===== src/rtl/ugate_pkg.sv =====
package ugate_pkg;
    // One completed bus cycle, as seen at its closing strobe
    typedef struct packed {
        logic valid;
        logic write;
        logic in_region;
        logic bit_val;
    } bus_evt_t;
endpackage


===== src/rtl/ugate_cycle.sv =====
module ugate_cycle
    import ugate_pkg::*;
#(
    parameter int ADDR_W   = 21,
    parameter int REGION_W = 19
) (
    input  logic              clk,
    input  logic              rst_n,
    input  logic              cyc_start,
    input  logic              cyc_end,
    input  logic              cyc_write,
    input  logic [ADDR_W-1:0] addr,
    input  logic              dq0_in,
    output bus_evt_t          evt,
    output logic              rd_open
);
    typedef struct packed {
        logic open;
        logic wr;
    } cyc_state_t;

    cyc_state_t cur_q, nxt_d;
    logic       hi_clear;
    logic       addr_low_unused;

    generate
        if (ADDR_W > REGION_W) begin : g_hi
            assign hi_clear        = ~|addr[ADDR_W-1:REGION_W];
            assign addr_low_unused = ^addr[REGION_W-1:0];
        end else begin : g_all
            assign hi_clear        = 1'b1;
            assign addr_low_unused = ^addr;
        end
    endgenerate

    always_comb begin
        nxt_d = cur_q;
        if (cyc_start) begin
            nxt_d.open = 1'b1;
            nxt_d.wr   = cyc_write;
        end else if (cyc_end) begin
            nxt_d.open = 1'b0;
        end
        evt.valid     = cyc_end && cur_q.open;
        evt.write     = cur_q.wr;
        evt.in_region = hi_clear;
        evt.bit_val   = dq0_in;
        rd_open       = cur_q.open && !cur_q.wr;
    end

    always_ff @(posedge clk) begin
        if (!rst_n) cur_q <= '0;
        else        cur_q <= nxt_d;
    end

    // a read transfer stops driving once its cycle closes
    assert_drive_ends_with_cycle_R8: assert property (@(posedge clk) disable iff (!rst_n)
        (evt.valid && !cyc_start) |=> !rd_open);
endmodule


===== src/rtl/ugate_matcher.sv =====
module ugate_matcher
    import ugate_pkg::*;
#(
    parameter int               KEY_W = 64,
    parameter logic [KEY_W-1:0] KEY   = 64'hC5A3_9E1F_0B6D_72E4
) (
    input  logic     clk,
    input  logic     rst_n,
    input  bus_evt_t evt,
    input  logic     busy,
    output logic     unlock
);
    localparam int             PW   = (KEY_W > 1) ? $clog2(KEY_W) : 1;
    localparam logic [PW-1:0]  LAST = PW'(KEY_W - 1);

    typedef struct packed {
        logic          armed;
        logic [PW-1:0] ptr;
    } match_state_t;

    match_state_t cur_q, nxt_d;

    always_comb begin
        nxt_d  = cur_q;
        unlock = 1'b0;
        if (!busy && evt.valid) begin
            if (!evt.write) begin
                nxt_d.armed = 1'b1;
                nxt_d.ptr   = '0;
            end else if (evt.in_region && cur_q.armed) begin
                if (evt.bit_val == KEY[cur_q.ptr]) begin
                    if (cur_q.ptr == LAST) begin
                        unlock      = 1'b1;
                        nxt_d.ptr   = '0;
                        nxt_d.armed = 1'b0;
                    end else begin
                        nxt_d.ptr = cur_q.ptr + 1'b1;
                    end
                end else begin
                    nxt_d.ptr = '0;
                end
            end
        end
    end

    always_ff @(posedge clk) begin
        if (!rst_n) cur_q <= '0;
        else        cur_q <= nxt_d;
    end

    // writes above the low region leave the matcher untouched
    assert_region_ignored_R5: assert property (@(posedge clk) disable iff (!rst_n)
        (!busy && evt.valid && evt.write && !evt.in_region) |=> ($stable(cur_q.ptr) && $stable(cur_q.armed)));

    // a locked-mode read leaves the matcher armed at bit 0
    assert_read_rearms_R2: assert property (@(posedge clk) disable iff (!rst_n)
        (!busy && evt.valid && !evt.write) |=> (cur_q.armed && cur_q.ptr == '0));

    // the matcher stays quiet for the whole transfer window
    assert_quiet_while_busy_R10: assert property (@(posedge clk) disable iff (!rst_n)
        busy |=> $stable(cur_q));
endmodule


===== src/rtl/ugate_xfer.sv =====
module ugate_xfer
    import ugate_pkg::*;
#(
    parameter int HID_W = 64
) (
    input  logic             clk,
    input  logic             rst_n,
    input  bus_evt_t         evt,
    input  logic             unlock,
    input  logic [HID_W-1:0] hid_load,
    output logic             active,
    output logic             dq_bit,
    output logic [HID_W-1:0] hid_out
);
    localparam int             IW   = (HID_W > 1) ? $clog2(HID_W) : 1;
    localparam logic [IW-1:0]  LAST = IW'(HID_W - 1);

    typedef struct packed {
        logic             active;
        logic [IW-1:0]    idx;
        logic [HID_W-1:0] hid;
    } xfer_state_t;

    xfer_state_t cur_q, nxt_d;
    logic        evt_unused;

    assign evt_unused = evt.in_region;

    always_comb begin
        nxt_d = cur_q;
        if (unlock) begin
            nxt_d.active = 1'b1;
            nxt_d.idx    = '0;
            nxt_d.hid    = hid_load;
        end else if (cur_q.active && evt.valid) begin
            if (evt.write) nxt_d.hid[cur_q.idx] = evt.bit_val;
            if (cur_q.idx == LAST) begin
                nxt_d.active = 1'b0;
                nxt_d.idx    = '0;
            end else begin
                nxt_d.idx = cur_q.idx + 1'b1;
            end
        end
        active  = cur_q.active;
        dq_bit  = cur_q.active ? cur_q.hid[cur_q.idx] : 1'b0;
        hid_out = cur_q.hid;
    end

    always_ff @(posedge clk) begin
        if (!rst_n) cur_q <= '0;
        else        cur_q <= nxt_d;
    end

    // Independent count of transfers for the window-length check
    logic [IW:0] xfer_cnt_q;
    always_ff @(posedge clk) begin
        if (!rst_n)                     xfer_cnt_q <= '0;
        else if (unlock)                xfer_cnt_q <= '0;
        else if (cur_q.active && evt.valid) xfer_cnt_q <= xfer_cnt_q + 1'b1;
    end

    // the window closes after exactly HID_W transfers
    assert_window_length_R10: assert property (@(posedge clk) disable iff (!rst_n)
        $fell(cur_q.active) |-> (xfer_cnt_q == (IW+1)'(HID_W)));

    // an unlock never arrives while a window is still open
    assert_unlock_only_idle_R7: assert property (@(posedge clk) disable iff (!rst_n)
        unlock |-> !cur_q.active);

    // outside the window the hidden register holds still
    assert_hidden_frozen_R9: assert property (@(posedge clk) disable iff (!rst_n)
        (!cur_q.active && !unlock) |=> $stable(cur_q.hid));
endmodule


===== src/rtl/ugate_top.sv =====
module ugate_top
    import ugate_pkg::*;
#(
    parameter int               ADDR_W   = 21,
    parameter int               REGION_W = 19,
    parameter int               KEY_W    = 64,
    parameter logic [KEY_W-1:0] KEY      = 64'hC5A3_9E1F_0B6D_72E4,
    parameter int               HID_W    = 64
) (
    input  logic              clk,
    input  logic              rst_n,
    input  logic              cyc_start,
    input  logic              cyc_end,
    input  logic              cyc_write,
    input  logic [ADDR_W-1:0] addr,
    input  logic              dq0_in,
    input  logic [HID_W-1:0]  hid_load,
    output logic              dq0_out,
    output logic              dq0_oe,
    output logic              mem_inhibit,
    output logic [HID_W-1:0]  hid_out
);
    bus_evt_t evt;
    logic     rd_open;
    logic     unlock;
    logic     active;
    logic     dq_bit;

    ugate_cycle #(.ADDR_W(ADDR_W), .REGION_W(REGION_W)) u_cycle (
        .clk       (clk),
        .rst_n     (rst_n),
        .cyc_start (cyc_start),
        .cyc_end   (cyc_end),
        .cyc_write (cyc_write),
        .addr      (addr),
        .dq0_in    (dq0_in),
        .evt       (evt),
        .rd_open   (rd_open)
    );

    ugate_matcher #(.KEY_W(KEY_W), .KEY(KEY)) u_match (
        .clk    (clk),
        .rst_n  (rst_n),
        .evt    (evt),
        .busy   (active),
        .unlock (unlock)
    );

    ugate_xfer #(.HID_W(HID_W)) u_xfer (
        .clk      (clk),
        .rst_n    (rst_n),
        .evt      (evt),
        .unlock   (unlock),
        .hid_load (hid_load),
        .active   (active),
        .dq_bit   (dq_bit),
        .hid_out  (hid_out)
    );

    always_comb begin
        mem_inhibit = active;
        dq0_oe      = active && rd_open;
        dq0_out     = dq0_oe ? dq_bit : 1'b0;
    end

    // the window only opens right after a low-region write completes
    assert_inhibit_after_write_R6: assert property (@(posedge clk) disable iff (!rst_n)
        $rose(mem_inhibit) |-> $past(evt.valid && evt.write && evt.in_region));

    // the data bit is driven only inside the transfer window
    assert_drive_inside_window_R8: assert property (@(posedge clk) disable iff (!rst_n)
        dq0_oe |-> mem_inhibit);
endmodule


===== config.mk =====
export PLATFORM = sky130hd
export DESIGN_NAME = ugate_top
export DESIGN_NICKNAME = d
export VERILOG_FILES = /design/src/rtl/ugate_pkg.sv /design/src/rtl/ugate_cycle.sv /design/src/rtl/ugate_matcher.sv /design/src/rtl/ugate_xfer.sv /design/src/rtl/ugate_top.sv
export SDC_FILE = /design/constraint.sdc
export NUM_CORES = 1
export LEC_CHECK = 0
export ABC_AREA = 1
export BUFFER_PORTS_ARGS = -buffer_cell sky130_fd_sc_hd__buf_2
export CAP_MARGIN = 20
export CORE_MARGIN = 3
export CORE_UTILIZATION = 50
export CTS_BUF_LIST = sky130_fd_sc_hd__clkbuf_8
export DETAILED_ROUTE_END_ITERATION = 10
export PLACE_DENSITY = 0.77
export SYNTH_ARGS = -nofsm -noshare
export SYNTH_HDL_FRONTEND = slang
export SYNTH_SLANG_ARGS = --single-unit

===== constraint.sdc =====
create_clock -name clk -period 3.9 [get_ports clk]
set_input_delay 0.585 -clock clk [delete_from_list [all_inputs] [get_ports clk]]
set_output_delay 0.585 -clock clk [all_outputs]
set_load 0.01 [all_outputs]

**Word level (Yosys, flattened, before mapping)**

Memories as Yosys holds them, arrays and structs flattened. A register that Yosys moved wholly into a read port is not among the register bits.
Index checks and enable logic that the tools add are counted.

- Bitwise logic cells: 1
- Shift operators: 0
- Magnitude comparators: 3
- Add/sub/neg operators: 2
- Muxes and demuxes: 28
- Reduce and logical (&&, ||, !) cells: 20
- Div/mod/pow operators: 0
- Multiply operators: 0
- Equal/unequal tests: 6

Operators with widths:

| kind | count |
|---|---|
| 2-to-1 mux 71 bit | 2 |
| bitwise mux 64 bit | 1 |
| 2-to-1 mux 64 bit | 1 |
| 2-to-1 mux 6 bit | 5 |
| 2-to-1 mux 1 bit | 15 |
| less-than comparator 6 x 7 -> 1 bit (second input constant) | 2 |
| 2-to-1 mux 7 bit | 2 |
| adder 6 x 1 -> 6 bit (second input constant) | 2 |
| == test 6 bit (second input constant) | 2 |
| nonzero test 2 bit | 4 |
| logical AND 1 bit | 7 |
| binary-select mux 1 bit (select 6 bit) | 1 |
| demux 1 bit (select 6 bit) | 1 |
| >= comparator 6 x 1 -> 1 bit (second input constant) | 1 |
| != test 2 x 1 -> 1 bit (second input constant) | 3 |
| AND reduction 2 bit | 3 |
| AND reduction 4 bit | 1 |
| OR reduction 2 bit | 2 |
| logical NOT 1 bit | 3 |
| == test 1 bit | 1 |
| inverter 1 bit | 1 |

- Memories: 1
- Input bits: 91
- Bits in read-only memories: 64
- Latch bits: 0
- Bits in writable memories: 0
- Word-level logic and storage cells: 68
- Register bits after elaboration: 80
- Output and inout bits: 67

Memory list:

| name | depth | bits a word | read ports | clocked after memory_dff | write ports | RTL line | text |
|---|---|---|---|---|---|---|---|
| (no name shown) | 64 | 1 | 1 | 1 | 0 | ugate_matcher.sv:31 | `if (evt.bit_val == KEY[cur_q.ptr]) begin` |

**Longest topological paths before layout**

Gate-level depths: netlist of run 1.

- Depth after elaboration: 9
- Depth in mapped cells: 21
- Gate-level depth less buffers: 21

**Cells and area by module**

Synthesis of run 1 repeated with hierarchy kept, for this count alone.

- Cells, all modules: 907
- Area total of the unflattened synthesis: 5740.5 sq um

Modules (own cells, without submodules):

| module | times used | area an instance (sq um) | sequential area each (sq um) | cells an instance |
|---|---|---|---|---|
| ugate_xfer | 1 | 4852.2 | 1421.4 | 761 |
| ugate_matcher | 1 | 753.2 | 160.2 | 124 |
| ugate_cycle | 1 | 117.6 | 40.0 | 18 |
| ugate_top | 1 | 17.5 | 0.0 | 4 |

**Worst setup path after synthesis of run 1**

Ideal clock, no wire load.

- Path kind: input port to flip-flop
- Start: input port rst_n
- End: register (tool-made name)
- Stages on the path: 12
- Arrival: 2124 ps
- Path slack: 1664 ps
- Data required time: 3788 ps
- Path through: clkbuf_1 clkbuf_1 inv_1 nor2_1 inv_1 ha_1 inv_1 nand4_1 nand3_1 a21oi_1 nand2_1 nand2_1

RTL lines:

| element | RTL line | text |
|---|---|---|
| start: declaration | ugate_top.sv:11 | `input logic rst_n,` |

**Final worst setup path of run 1**

- Start: register u_xfer.cur_q[64] (netlist bit)
- End: output port dq0_out

- Word-level cells in the longest chain between the ends: 4

RTL lines:

| element | RTL line | text |
|---|---|---|
| start: declaration | ugate_xfer.sv:24 | `xfer_state_t cur_q, nxt_d;` |
| start signal: assignment | ugate_xfer.sv:51 | `else cur_q <= nxt_d;` |
| binary-select mux 1 bit (select 6 bit) | ugate_xfer.sv:45 | `dq_bit = cur_q.active ? cur_q.hid[cur_q.idx] : 1'b0;` |
| 2-to-1 mux 1 bit (implied by the code) | ugate_xfer.sv:45 |  |
| 2-to-1 mux 1 bit | ugate_xfer.sv:45 |  |
| 2-to-1 mux 1 bit | ugate_top.sv:63 | `dq0_out = dq0_oe ? dq_bit : 1'b0;` |
| end: declaration | ugate_top.sv:18 | `output logic dq0_out,` |

No other way between the ends. The select of a mux whose other input is x is not followed.

==> flow_metrics.py, run 1 <==
metrics = {
    "status": {
        "status": "finished, final reports clean",
    },
    "clocking": {
        "cts_buffers": 9,
        "cts_buffer_depth": 2,
        "root_buffer": "clkbuf_8",
        "clkSinkCount": 81,
        "cts_tree": "built",
        "clk_latency_ns": 0.38,
        "ctsResizeCount": 0,
        "h-tree-depth": 3,
        "postCtsHoldBufs": 0,
        "path_clk_slew_ns": 0.09,
        "post-cts-setup-buffer-count": 0,
    },
    "yosys": {
        "synth-seq-cells": 81,
        "ys_warn_count": 0,
        "syn_nets": 1028,
        "synth_top_area_cell": "dfxtp_1",
        "synth_edf_count": 0,
        "synth_top_area_share_pct": 27.9,
        "async_reset_ff_share_pct": 0,
        "synth.distinct_cells": 33,
        "syn_area_mm2": 0.00580,
        "ys_dominant_reg_cell": "dfxtp_1",
        "synth.avg_cell_area_um2": 6.23,
        "seq_area_frac_synth_pct": 27.9,
        "synth_area_leaders": "dfxtp_1 (28%), nand2_1 (14%), buf_4 (8.8%)",
        "syn-instance-count": 932,
    },
    "detailed_routing": {
        "drt-pass1-iter-count": 5,
        "wl_per_cell_um": 15.3,
        "viasPerCell": 5.43,
        "first_iter_violations": 658,
        "totalWireLength_mm": 17.3,
        "drtAntennaViolNets": 0,
        "drc_errors": 0,
        "num_vias": 6138,
    },
    "pwr": {
        "leakagePower_nw": 2.95,
        "ir_drop_v": 0.000192,
        "power_density_mw_per_mm2": 258,
    },
    "final_layout": {
        "layout-drive-gt1-share_pct": 18.9,
        "area_growth_pct": 8.13,
        "n_antenna_cell": 0,
        "fin_area_mm2": 0.00627,
        "nets": 1081,
    },
    "global_routing": {
        "first_global_vias": 5768,
        "grt_pass1_wl_mm": 28.2,
        "antenna_found_initial": 0,
        "grt_util_all_layers_pct": 26.9,
        "grt_overflow": 0,
        "grt_start_max_net_pins": 72,
    },
    "sta": {
        "slew_headroom_pct": 49.1,
        "period_share_pct": 84.3,
        "setup_viol": 0,
        "setup_ws_ns": 0.614,
        "fmax_mhz": 304,
        "setup_tns_ns": 0,
        "holdWs_ns": 0.438,
        "grt_setup_unrepaired": "no",
        "hold_violations": 0,
        "clock_skew_ns": 0.0151,
        "worst_pin_slew_ns": 0.763,
        "drv_slew": 0,
        "fin_crit_ns": 3.29,
    },
    "worst_setup_path": {
        "worst-endpoint-required_ns": 3.31,
        "cpPeakStageDelay_ns": 0.68,
        "path_max_fanout": 16,
        "reg2reg_depth": 16,
        "path_cells": "inv_2 > nand3_1 > o21ai_0 > nor2_1 > nand4_1 > nand2_1 > nand2_1 > nor2_1 > a21oi_1 > buf_2",
        "cp-end-kind": "primary output",
        "critical_path_class": "reg -> out",
        "startpoint_type": "flop",
        "crit_slowest_cell": "dfxtp_1",
        "crit_arrival_ns": 2.70,
    },
    "run": {
        "cap_violations": 0,
    },
    "placed_design": {
        "port_buffers": 138,
        "dp_hpwl_mm": 12.3,
        "dp_slack_ns": 1.06,
        "placed_cell_area_mm2": 0.00606,
        "place_congestion": 0.844,
    },
    "die": {
        "die_w_um": 114,
        "start_util_pct": 52.4,
        "num_rows": 38,
        "design.die.area_mm2": 0.0129,
        "core-area_mm2": 0.0111,
        "ios": 158,
        "die_y_um": 114,
    },
    "worst_hold_path": {
        "whs_path_depth": 3,
        "hold_path.class": "in -> reg",
    },
}
==> cell usage after synthesis, types with 8 or more instances <==
master    instances
o22ai_1           8
buf_4            68
inv_1           101
a31oi_1          30
inv_2             8
clkinv_1         17
a21oi_1          15
o21ai_1          44
clkbuf_1         14
nor2_1          131
nor3_1            9
nand4_1           8
dfxtp_1          81
a22oi_1          10
nand2_1         212
a221oi_1         30
buf_2            22
o21ai_0          69
nand3_1          26
==> report_power, final <==
part,switching (mW),internal [mW],total (mW)
sequential,0.00376,0.830,0.834
clock,0.337,0.355,0.692
combinational,0.0526,0.0381,0.0907
total,0.393,1.22,1.62
==> metrics by stage <==
step	util [%]	total power, mW	instances
floorplan	-	0.892	932
global placement	54.7	0.942	1114
detailed placement	54.7	0.943	1114
CTS	56.6	1.62	1130
global route	56.6	1.66	1130
finish	56.6	1.62	1130
==> cell usage in the layout (no fill, tap or decap), drive strengths merged, types with 2 or more instances in the layout <==
cell type,instances
clkbuf,9
inv,110
a31oi,30
o21ai,114
buf,149
nand4,8
nor2,138
dfxtp,81
ha,5
o22ai,8
clkinv,20
bufinv,2
nand2,213
a22oi,10
nand3,28
a211oi,2
a21oi,15
a221oi,32
nor3,11
==> cell type report <==
class	count	area, um^2
well taps	140	175
fillers	1127	4800
clock inverters	7	86.3
clock buffers	9	124
repair buffers	149	786
multi-input cells	618	3010
flip-flops and latches	81	1620
inverters	126	473
==> per-layer routing <==
layer  track usage (%)  vias to the layer above  part of all wire (%)  wire, um
li1                  -                     3096                     -         -
met1              35.1                     2740                    42      7340
met2              44.1                      260                    46      8030
met3              4.40                       42                   8.2      1410
met4              11.5                        0                   2.9       506
met5                 0                        -                     0         0
==> worst paths after layout <==
path | start | end | slack (ns)
worst max-delay path | u_xfer.cur_q[64] | dq0_out | 0.61
worst min-delay path | cyc_write | u_cycle.evt[2] | 0.44
worst max register to register | u_cycle.cur_q[1] | flop | 1.61
worst min register to register | u_match.cur_q[6] | u_match.cur_q[6] | 0.50
==> cells by family after synthesis <==
| kind of cell | share of synthesized area [%] |
|---|---|
| AOI/OAI and AO/OA | 22.0 |
| xor gates and xnor gates | 0.302 |
| adders and majority gates | 1.08 |
| buffers and inverters | 20.3 |
| DFF | 27.9 |
| and+or+nand+nor | 28.3 |
==> sequential cells by signal (all words and copies together), names as in the netlist, named ones only <==
name,cells
u_xfer.hid_out,64
u_xfer.active,1
u_cycle.evt,1
u_xfer.cur_q,6
u_match.cur_q,7
u_cycle.cur_q,1
==> worst max-delay path: cells and delay by family (launching register included) <==
family / cells / cell delay, ns
buffers and inverters: 2 / 0.30
AND/OR/NAND/NOR: 6 / 1.09
AO/OA/AOI/OAI: 2 / 0.26
flip-flops: 1 / 0.68
(Power assumes the default switching activity.)
==> inputs of run 2 (changes only) <==
clock period = 3.3 ns   (was 3.9 ns; I/O delays follow)
==> run 2 against run 1 <==
Highest routed layer unchanged. Non-clock buffer count increased by 5. Largest cell class unchanged. Via count increased by 0.37%. Largest power group unchanged. First-iteration DRC count increased by 0.76%.
==> flow_metrics.py, run 2 (synthesis gave the netlist of run 1 again) <==
metrics = {
    "die": {
        "die_y_um": 114,
        "num_rows": 38,
        "start_util_pct": 52.4,
        "design.die.area_mm2": 0.0129,
        "ios": 158,
        "die_w_um": 114,
        "core-area_mm2": 0.0111,
    },
    "detailed_routing": {
        "wl_met3_mm": 1.43,
        "drc_errors": 0,
        "first_iter_violations": 663,
        "totalWireLength_mm": 17.1,
        "dr_wl_met2_mm": 7.82,
        "drtAntennaViolNets": 0,
        "drt-pass1-iter-count": 6,
        "viasPerCell": 5.43,
        "wl_per_cell_um": 15.1,
        "m1WireLength_mm": 7.37,
        "num_vias": 6161,
        "routed.top_layer": "met4",
    },
    "sta": {
        "holdWs_ns": 0.361,
        "worst_pin_slew_ns": 0.772,
        "period_share_pct": 87.7,
        "setup_viol": 0,
        "clock_skew_ns": 0.0140,
        "grt_setup_unrepaired": "no",
        "fmax_mhz": 345,
        "setup_tns_ns": 0,
        "fin_crit_ns": 2.89,
        "setup_ws_ns": 0.405,
        "slew_headroom_pct": 48.5,
        "hold_violations": 0,
        "drv_slew": 0,
    },
    "placed_design": {
        "dp_slack_ns": 0.599,
        "dp_hpwl_mm": 12.3,
        "dp_cells": 1119,
        "port_buffers": 138,
        "place_congestion": 0.921,
    },
    "final_layout": {
        "layout-drive-gt1-share_pct": 19.3,
        "fin_cells": 1135,
        "n_antenna_cell": 0,
        "largest_reg_flops": 64,
        "multi_input_area_mm2": 0.00301,
        "final_common_cell": "nand2_1",
        "nets": 1086,
        "layout_common_cells": "nand2_1 (212), buf_2 (138), nor2_1 (131)",
        "ff_latch_area_mm2": 0.00162,
        "num-fill-cells": 1176,
        "final_util_pct": 56.7,
        "area_growth_pct": 8.28,
    },
    "clocking": {
        "path_clk_slew_ns": 0.09,
        "cts_buffers": 9,
        "clkSinkCount": 81,
        "clk_latency_ns": 0.38,
        "root_buffer": "clkbuf_8",
        "h-tree-depth": 3,
        "cts_buffer_depth": 2,
        "postCtsHoldBufs": 0,
        "cts_tree": "built",
    },
    "worst_setup_path": {
        "startpoint_type": "flop",
        "path_max_fanout": 9,
        "reg2reg_slack_ns": 0.99,
        "worst-endpoint-required_ns": 2.80,
        "critical_path_class": "reg -> out",
        "crit_arrival_ns": 2.40,
        "cp-end-kind": "primary output",
    },
    "global_routing": {
        "grt_util_all_layers_pct": 26.3,
        "grt_pass1_wl_mm": 27.5,
        "first_global_vias": 5653,
        "grt_overflow": 0,
        "grt_start_max_net_pins": 72,
        "antenna_found_initial": 0,
    },
    "worst_hold_path": {
        "hold_path.class": "in -> reg",
    },
    "pwr": {
        "ir_drop_v": 0.000214,
        "power_density_mw_per_mm2": 284,
        "leakagePower_nw": 2.97,
    },
    "status": {
        "status": "finished, final reports clean",
    },
    "run": {
        "cap_violations": 0,
    },
}
==> run 2: changes by cell type in the layout (fill, tap and decap cells not counted), sizes merged <==
cell | previous run | this run
clkinv | 20 | 18
bufinv | 2 | 0
buf | 149 | 154
clkbuf | 9 | 11
inv | 110 | 112
==> run 2: stage by stage <==
stage | total power, mW | instance area [um^2]
finish | 1.78 | 6280
global route | 1.83 | 6280
CTS | 1.79 | 6280
detailed placement | 1.11 | 6100
global placement | 1.11 | 6100
floorplan | 1.05 | 5800
==> run 2: timing repair <==
action                     in CTS  in global routing
setup endpoints to repair       0                  1
buffers inserted                0                  0
resized for setup               0                  2
==> run 2: final cells by class <==
| class | instances | area share, % |
|---|---|---|
| Multi-Input combinational cell | 618 | 48.0 |
| Sequential cell | 81 | 25.8 |
| Timing Repair Buffer | 154 | 13.1 |
| Inverter | 126 | 7.53 |
| Tap cell | 140 | 2.79 |
| Clock buffer | 11 | 2.41 |
| Clock inverter | 5 | 0.378 |
==> run 2: report_power, final <==
group	internal, mW	switching, mW	leakage, nW	total [mW]
Sequential	0.981	0.00423	0.654	0.985
Combinational	0.0450	0.0621	2.22	0.107
Clock	0.306	0.385	0.0991	0.690
Total	1.33	0.451	2.97	1.78
==> run 2: critical path, stage by stage, from the launching register on <==
cell and delay, ns:
dfxtp_1 0.42, inv_1 0.17, nand3_1 0.32, buf_4 0.29, o21ai_0 0.14, inv_1 0.05
nand4_1 0.10, nand2_1 0.08, nand2_1 0.07, nor2_1 0.04, a21oi_1 0.17, buf_2 0.17
==> run 2: path summary, 6_finish.rpt <==
check	startpoint	endpoint	cells past startpoint
setup reg to reg	u_xfer.active	u_xfer.hid_out[22]	7
setup / recovery	u_xfer.cur_q[66]	dq0_out	11
hold reg to reg	u_match.cur_q[6]	u_match.cur_q[6]	2
hold / removal	cyc_write	u_cycle.evt[2]	3
==> run 2: routing by layer <==
layer  global-route usage [%]  vias to the layer above
li1                         -                     3098
met1                     33.9                     2744
met2                     42.5                      274
met3                     6.68                       45
met4                     9.94                        0
met5                        0                        -
